===== config.mk =====
export PLATFORM = sky130hd
export DESIGN_NAME = atomic_resv_unit
export DESIGN_NICKNAME = d
export VERILOG_FILES = /design/src/rtl/atom_pkg.sv /design/src/rtl/atom_rr_arbiter.sv /design/src/rtl/atom_op_exec.sv /design/src/rtl/atom_resv_table.sv /design/src/rtl/atomic_resv_unit.sv
export SDC_FILE = /design/constraint.sdc
export NUM_CORES = 1
export LEC_CHECK = 0
export BUFFER_PORTS_ARGS = -buffer_cell sky130_fd_sc_hd__buf_4
export CAP_MARGIN = 20
export CORE_AREA = 2 2 156 158
export CTS_CLUSTER_SIZE = 28
export DETAILED_ROUTE_END_ITERATION = 6
export DIE_AREA = 0 0 158 160
export SLEW_MARGIN = 20
export SYNTH_ARGS = -nofsm -noshare
export SYNTH_HDL_FRONTEND = slang
export SYNTH_SLANG_ARGS = --single-unit
export TNS_END_PERCENT = 50

===== constraint.sdc =====
create_clock -name clk -period 3.5 [get_ports clk]
set_input_delay 0.7 -clock clk [delete_from_list [all_inputs] [get_ports clk]]
set_output_delay 0.7 -clock clk [all_outputs]
set_load 0.02 [all_outputs]

===== src/rtl/atom_pkg.sv =====
package atom_pkg;
    localparam int OP_W = 3;

    typedef enum logic [OP_W-1:0] {
        OP_LOAD  = 3'd0,
        OP_STORE = 3'd1,
        OP_LL    = 3'd2,
        OP_SC    = 3'd3,
        OP_SWAP  = 3'd4,
        OP_TAS   = 3'd5,
        OP_FINC  = 3'd6
    } op_e;

    typedef enum logic [1:0] {
        ST_IDLE  = 2'd0,
        ST_READ  = 2'd1,
        ST_WRITE = 2'd2,
        ST_RESP  = 2'd3
    } fsm_e;
endpackage


===== src/rtl/atom_rr_arbiter.sv =====
module atom_rr_arbiter #(
    parameter int NPORT = 3,
    parameter int IW    = 2
) (
    input  logic             clk,
    input  logic             rst_n,
    input  logic [NPORT-1:0] req,
    input  logic             enable,
    output logic [NPORT-1:0] gnt,
    output logic [IW-1:0]    gnt_idx
);
    logic [IW-1:0] last_q;

    // Walk from farthest to nearest so the port just after last_q wins.
    always_comb begin
        int cand;
        gnt     = '0;
        gnt_idx = '0;
        for (int off = NPORT; off >= 1; off--) begin
            cand = (int'(last_q) + off) % NPORT;
            if (enable && req[cand]) begin
                gnt       = '0;
                gnt[cand] = 1'b1;
                gnt_idx   = IW'(cand);
            end
        end
    end

    always_ff @(posedge clk) begin
        if (!rst_n) begin
            last_q <= IW'(NPORT - 1);
        end else if (|gnt) begin
            last_q <= gnt_idx;
        end
    end
endmodule


===== src/rtl/atom_op_exec.sv =====
module atom_op_exec
    import atom_pkg::*;
#(
    parameter int DW = 8
) (
    input  op_e           op,
    input  logic [DW-1:0] old_word,
    input  logic [DW-1:0] new_word,
    input  logic          resv_ok,
    output logic          we,
    output logic [DW-1:0] wr_word,
    output logic [DW-1:0] result,
    output logic          link
);
    localparam logic [DW-1:0] ONE = {{(DW-1){1'b0}}, 1'b1};

    always_comb begin
        we      = 1'b0;
        wr_word = new_word;
        result  = old_word;
        link    = 1'b0;
        unique case (op)
            OP_LOAD: ;
            OP_STORE: begin
                we     = 1'b1;
                result = '0;
            end
            OP_LL: link = 1'b1;
            OP_SC: begin
                we     = resv_ok;
                result = resv_ok ? ONE : '0;
            end
            OP_SWAP: we = 1'b1;
            OP_TAS: begin
                we      = (old_word == '0);
                wr_word = ONE;
            end
            OP_FINC: begin
                we      = 1'b1;
                wr_word = old_word + ONE;
            end
            default: result = '0;
        endcase
    end
endmodule


===== src/rtl/atom_resv_table.sv =====
module atom_resv_table #(
    parameter int NPORT = 3,
    parameter int AW    = 4,
    parameter int IW    = 2
) (
    input  logic          clk,
    input  logic          rst_n,
    input  logic          set_en,
    input  logic [IW-1:0] set_port,
    input  logic [AW-1:0] set_addr,
    input  logic          clr_en,
    input  logic [AW-1:0] clr_addr,
    input  logic [IW-1:0] chk_port,
    input  logic [AW-1:0] chk_addr,
    output logic          chk_hit
);
    logic [NPORT-1:0] vld_q;
    logic [AW-1:0]    adr_q [NPORT];

    for (genvar g = 0; g < NPORT; g++) begin : g_entry
        logic          vld_r;
        logic [AW-1:0] adr_r;

        always_ff @(posedge clk) begin
            if (!rst_n) begin
                vld_r <= 1'b0;
                adr_r <= '0;
            end else if (set_en && set_port == IW'(g)) begin
                vld_r <= 1'b1;
                adr_r <= set_addr;
            end else if (clr_en && adr_r == clr_addr) begin
                vld_r <= 1'b0;
            end
        end

        assign vld_q[g] = vld_r;
        assign adr_q[g] = adr_r;

        AST_RESV_CLEAR: assert property (@(posedge clk) disable iff (!rst_n)
            (clr_en && vld_r && adr_r == clr_addr) |=> !vld_r);
    end

    assign chk_hit = vld_q[chk_port] && (adr_q[chk_port] == chk_addr);
endmodule


===== src/rtl/atomic_resv_unit.sv =====
module atomic_resv_unit
    import atom_pkg::*;
#(
    parameter int NPORT = 3,
    parameter int AW    = 4,
    parameter int DW    = 8
) (
    input  logic                  clk,
    input  logic                  rst_n,
    input  logic [NPORT-1:0]      req_valid,
    input  logic [NPORT*OP_W-1:0] req_op,
    input  logic [NPORT*AW-1:0]   req_addr,
    input  logic [NPORT*DW-1:0]   req_wdata,
    output logic [NPORT-1:0]      req_gnt,
    output logic [NPORT-1:0]      rsp_valid,
    output logic [DW-1:0]         rsp_data
);
    localparam int DEPTH = 1 << AW;
    localparam int IW    = (NPORT > 1) ? $clog2(NPORT) : 1;

    fsm_e          state_q, state_d;
    logic [NPORT-1:0] pick_oh;
    logic [IW-1:0] pick_idx, port_q;
    op_e           op_q;
    logic [AW-1:0] addr_q;
    logic [DW-1:0] wdata_q, rd_q, rsp_q;
    logic [DW-1:0] mem_q [DEPTH];

    logic          arb_en, resv_hit, commit;
    logic          ex_we, ex_link;
    logic [DW-1:0] ex_word, ex_result;

    atom_rr_arbiter #(.NPORT(NPORT), .IW(IW)) i_arb (
        .clk     (clk),
        .rst_n   (rst_n),
        .req     (req_valid),
        .enable  (arb_en),
        .gnt     (pick_oh),
        .gnt_idx (pick_idx)
    );

    atom_op_exec #(.DW(DW)) i_exec (
        .op       (op_q),
        .old_word (rd_q),
        .new_word (wdata_q),
        .resv_ok  (resv_hit),
        .we       (ex_we),
        .wr_word  (ex_word),
        .result   (ex_result),
        .link     (ex_link)
    );

    atom_resv_table #(.NPORT(NPORT), .AW(AW), .IW(IW)) i_resv (
        .clk      (clk),
        .rst_n    (rst_n),
        .set_en   (state_q == ST_WRITE && ex_link),
        .set_port (port_q),
        .set_addr (addr_q),
        .clr_en   (commit),
        .clr_addr (addr_q),
        .chk_port (port_q),
        .chk_addr (addr_q),
        .chk_hit  (resv_hit)
    );

    // State register
    always_ff @(posedge clk) begin
        if (!rst_n) state_q <= ST_IDLE;
        else        state_q <= state_d;
    end

    // Transitions: T_GRANT, T_FETCH, T_COMMIT, T_REPLY
    always_comb begin
        state_d = state_q;
        unique case (state_q)
            ST_IDLE:  if (|pick_oh) state_d = ST_READ;
            ST_READ:  state_d = ST_WRITE;
            ST_WRITE: state_d = ST_RESP;
            ST_RESP:  state_d = ST_IDLE;
            default:  state_d = ST_IDLE;
        endcase
    end

    // Outputs
    always_comb begin
        arb_en    = (state_q == ST_IDLE);
        req_gnt   = pick_oh;
        commit    = (state_q == ST_WRITE) && ex_we;
        rsp_valid = '0;
        if (state_q == ST_RESP) rsp_valid[port_q] = 1'b1;
        rsp_data  = rsp_q;
    end

    // Request capture, read and response registers
    always_ff @(posedge clk) begin
        if (!rst_n) begin
            port_q  <= '0;
            op_q    <= OP_LOAD;
            addr_q  <= '0;
            wdata_q <= '0;
            rd_q    <= '0;
            rsp_q   <= '0;
        end else begin
            if (state_q == ST_IDLE && |pick_oh) begin
                port_q  <= pick_idx;
                op_q    <= op_e'(req_op[pick_idx*OP_W +: OP_W]);
                addr_q  <= req_addr[pick_idx*AW +: AW];
                wdata_q <= req_wdata[pick_idx*DW +: DW];
            end
            if (state_q == ST_READ)  rd_q  <= mem_q[addr_q];
            if (state_q == ST_WRITE) rsp_q <= ex_result;
        end
    end

    // Data memory
    always_ff @(posedge clk) begin
        if (!rst_n) begin
            for (int i = 0; i < DEPTH; i++) mem_q[i] <= '0;
        end else if (commit) begin
            mem_q[addr_q] <= ex_word;
        end
    end

    AST_GNT_ONEHOT: assert property (@(posedge clk) disable iff (!rst_n)
        $onehot0(req_gnt) && ((req_gnt & ~req_valid) == '0));
    AST_RSP_ONEHOT: assert property (@(posedge clk) disable iff (!rst_n)
        $onehot0(rsp_valid));
    AST_RSP_LATENCY: assert property (@(posedge clk) disable iff (!rst_n)
        (|req_gnt) |-> ##3 (|rsp_valid));
    AST_TAS_HOLD: assert property (@(posedge clk) disable iff (!rst_n)
        (state_q == ST_WRITE && op_q == OP_TAS && rd_q != '0)
        |=> mem_q[addr_q] == $past(rd_q));
    AST_FINC_STEP: assert property (@(posedge clk) disable iff (!rst_n)
        (state_q == ST_WRITE && op_q == OP_FINC)
        |=> mem_q[addr_q] == $past(rd_q + {{(DW-1){1'b0}}, 1'b1}));
endmodule


==> run metrics <==
status=completed; Hold/Removal Path Class=reg -> reg; Antenna diodes=0; ranking of synthesized cells by area=edfxtp_1, dfxtp_1, mux4_2; GP Congestion=0.851; Critical Path Start Type=flip-flop; clock-pin slew on the worst setup and hold paths=0.07 ns; Worst Path Max Fanout=8; Critical Path, Cell by Cell=inv_1 > ha_1 > inv_1 > o32ai_2 > nor2b_1 > a21o_1 > buf_4; Net Count, Synth=886; CP max-delay cell=o32ai_2; register area=4890 um^2; Synth cell types=between 50 and 60; nets@finish=946; Total Power=0.00706 W; # fillers=2221; DRC violations left=0; CTS root buf=clkbuf_16; ys flop type=edfxtp_1; cts hold-fix bufs=0; gr usage total=19.4%; Routed Antenna Nets=0; Netlist Area Pre-Place=9280 um^2; Tcrit/Tclk final=about 90%; Num Clock Sinks=180; Core Area=23800 um^2; die width=158 um; number of DRC markers in iteration 0=~560; Post-Syn Area per Cell=11.3 um^2; number of buffer and inverter stages on the critical path=3; Fin Clk Skew=0.0110 ns; vias in the first global route=roughly 6400; kind of critical path=reg -> out; layout cells sized above 1=23.9%; area delta synth->final=16.1%; biggest cell delay along the critical path=0.54 ns; Initial Util=between 30% and 40%; Gate Count Post-Synth=825; Pleak=~3.8 nW; EDFF count, synth=128; Port Buf Inserts=63; #FFs+latches synth=180; Final Hold Viols=0; I/O pins=between 60 and 70; initial antenna violation count=0; Syn. warnings=0; FMAX=317 MHz; HPWL after DPL=approximately 16000 um; top post-synthesis cells by count=nor2_1, edfxtp_1, dfxtp_1; Worst path most repeated cell=inv_1; Top Family by Delay on Critical Path=compound AO/OA/AOI/OAI gates; buffers inserted by post-CTS timing repair=0; routed vias/inst=5.36; die footprint=25300 um^2; largest net degree at the start of global routing=47; Final Critical Period=3.15 ns; most common cell in the synthesized netlist=nor2_1; CTS max path bufs=2; TNS Setup=0 ns; PwrDens=655 nW/um^2; global-route wire length before repair=37000 um; Final Util=45.2%; Die Height=160 um; crit path DAT=2.45 ns; routed vias=6550; CTS-repair resized insts=0; hold_ws=0.482 ns; Slew Limit Fails=0; # rows=57; Final setup violation count=0; H-tree depth=4; grt ovf=0; CP Capture Type=output port; unrepaired setup endpoints after global routing=no; Worst-Margin Slew=0.841 ns; Slew headroom=between 40% and 50%; WL final=23600 um; routed len/inst=19.3 um; worst vdd ir=about 400 uV; area of the multi-input gates=~4000 um^2; CTS tree=built; leading area contributor after synthesis=edfxtp_1; fraction of registers with async set/reset=0%; max_cap viols=0; total CTS buffers=17; register area share after synthesis=52.6%; later-pin clock latency in the skew report=0.43 ns; DR pass1 iterations=5; top cell type's share of synthesized area=41.4%; worst path required time=between 2 and 3 ns
-- power by group --
group / total (W) / switching, W / internal (W)
registers: 0.00269 / 0.000230 / 0.00246
logic: 0.00262 / 0.00153 / 0.00109
clock network: 0.00176 / 0.000840 / 0.000915
total: 0.00706 / 0.00260 / 0.00446
-- path summary, 6_finish.rpt --
kind	from	end	slack, ns	cells past startpoint
setup reg to reg	port_q[1]$_SDFFE_PN0P_	mem_q[14][0]$_SDFFCE_PN0P_	0.47	8
hold / removal	rsp_data[3]$_SDFFE_PN0P_	rsp_data[3]$_SDFFE_PN0P_	0.48	2
hold reg to reg	rsp_data[3]$_SDFFE_PN0P_	rsp_data[3]$_SDFFE_PN0P_	0.48	2
setup / recovery	i_arb.last_q[0]$_SDFFE_PN0P_	req_gnt[2]	0.35	7
-- state kept, by name, indices dropped and copies added (netlist names) --
signal,count
i_resv.g_entry.adr_r,12
rsp_data,8
addr_q,4
wdata_q,8
state_q,2
rd_q,8
i_arb.last_q,2
mem_q,128
op_q,3
port_q,2
i_resv.g_entry.vld_r,3
-- worst min-delay path: stages (launching register included) --
cell and delay [ns]:
dfxtp_1 0.31, nand2b_1 0.06, a21boi_0 0.06
-- per-layer routing --
metal	wire length (um)	up-vias	track usage, %	share of wire, %
li1	-	3124	-	-
met1	10900	3152	28.7	46
met2	10600	249	28.7	45
met3	1600	25	3.47	6.8
met4	409	0	6.55	1.7
met5	0	-	0	0
-- cells in the final DEF (no fill, tap or decap), types with 3 or more instances in the layout --
master and count:
mux4_2 40, edfxtp_1 128, nand2b_1 22, nand3b_1 5, nor2b_1 26, nand2_1 46
nand3_1 42, dfxtp_1 50, xor2_1 16, o21ai_0 45, a21boi_0 14, clkinvlp_4 6
ha_1 11, nand3_2 9, inv_6 5, clkbuf_16 17, mux2i_1 23, and3_1 8
and2_1 6, a31oi_1 3, inv_1 14, buf_12 4, nor3_1 17, buf_4 104
mux2_2 19, nor4_1 9, xnor2_1 3, o31ai_1 16, a21oi_1 13, nor2_1 138
-- final cells by class --
type | instances | area share, %
Clock buffer | 19 | 4.02
Timing Repair Buffer | 108 | 7.99
Inverter | 14 | 0.488
Multi-Input combinational cell | 564 | 37.5
Clock inverter | 13 | 0.906
Sequential cell | 180 | 45.4
Tap cell | 324 | 3.76
-- logic make-up after synthesis --
family | synth area share, %
fa+ha+maj | 1.48
xor+xnor | 1.79
simple gates | 17.8
mux | 14.5
compound gates | 7.95
flops | 52.6
buf+inv | 3.87
-- metrics by stage --
step / cell area [um^2] / std cells / worst slack, ns
2_1_floorplan: 9280 / 825 / 0.680
3_3_place_gp: 10200 / 1190 / 0.554
3_5_place_dp: 10200 / 1190 / 0.478
4_1_cts: 10800 / 1222 / 0.333
5_1_grt: 10800 / 1222 / 0.118
6_report: 10800 / 1222 / 0.350
Note: power is estimated with default switching activity, not from simulation.
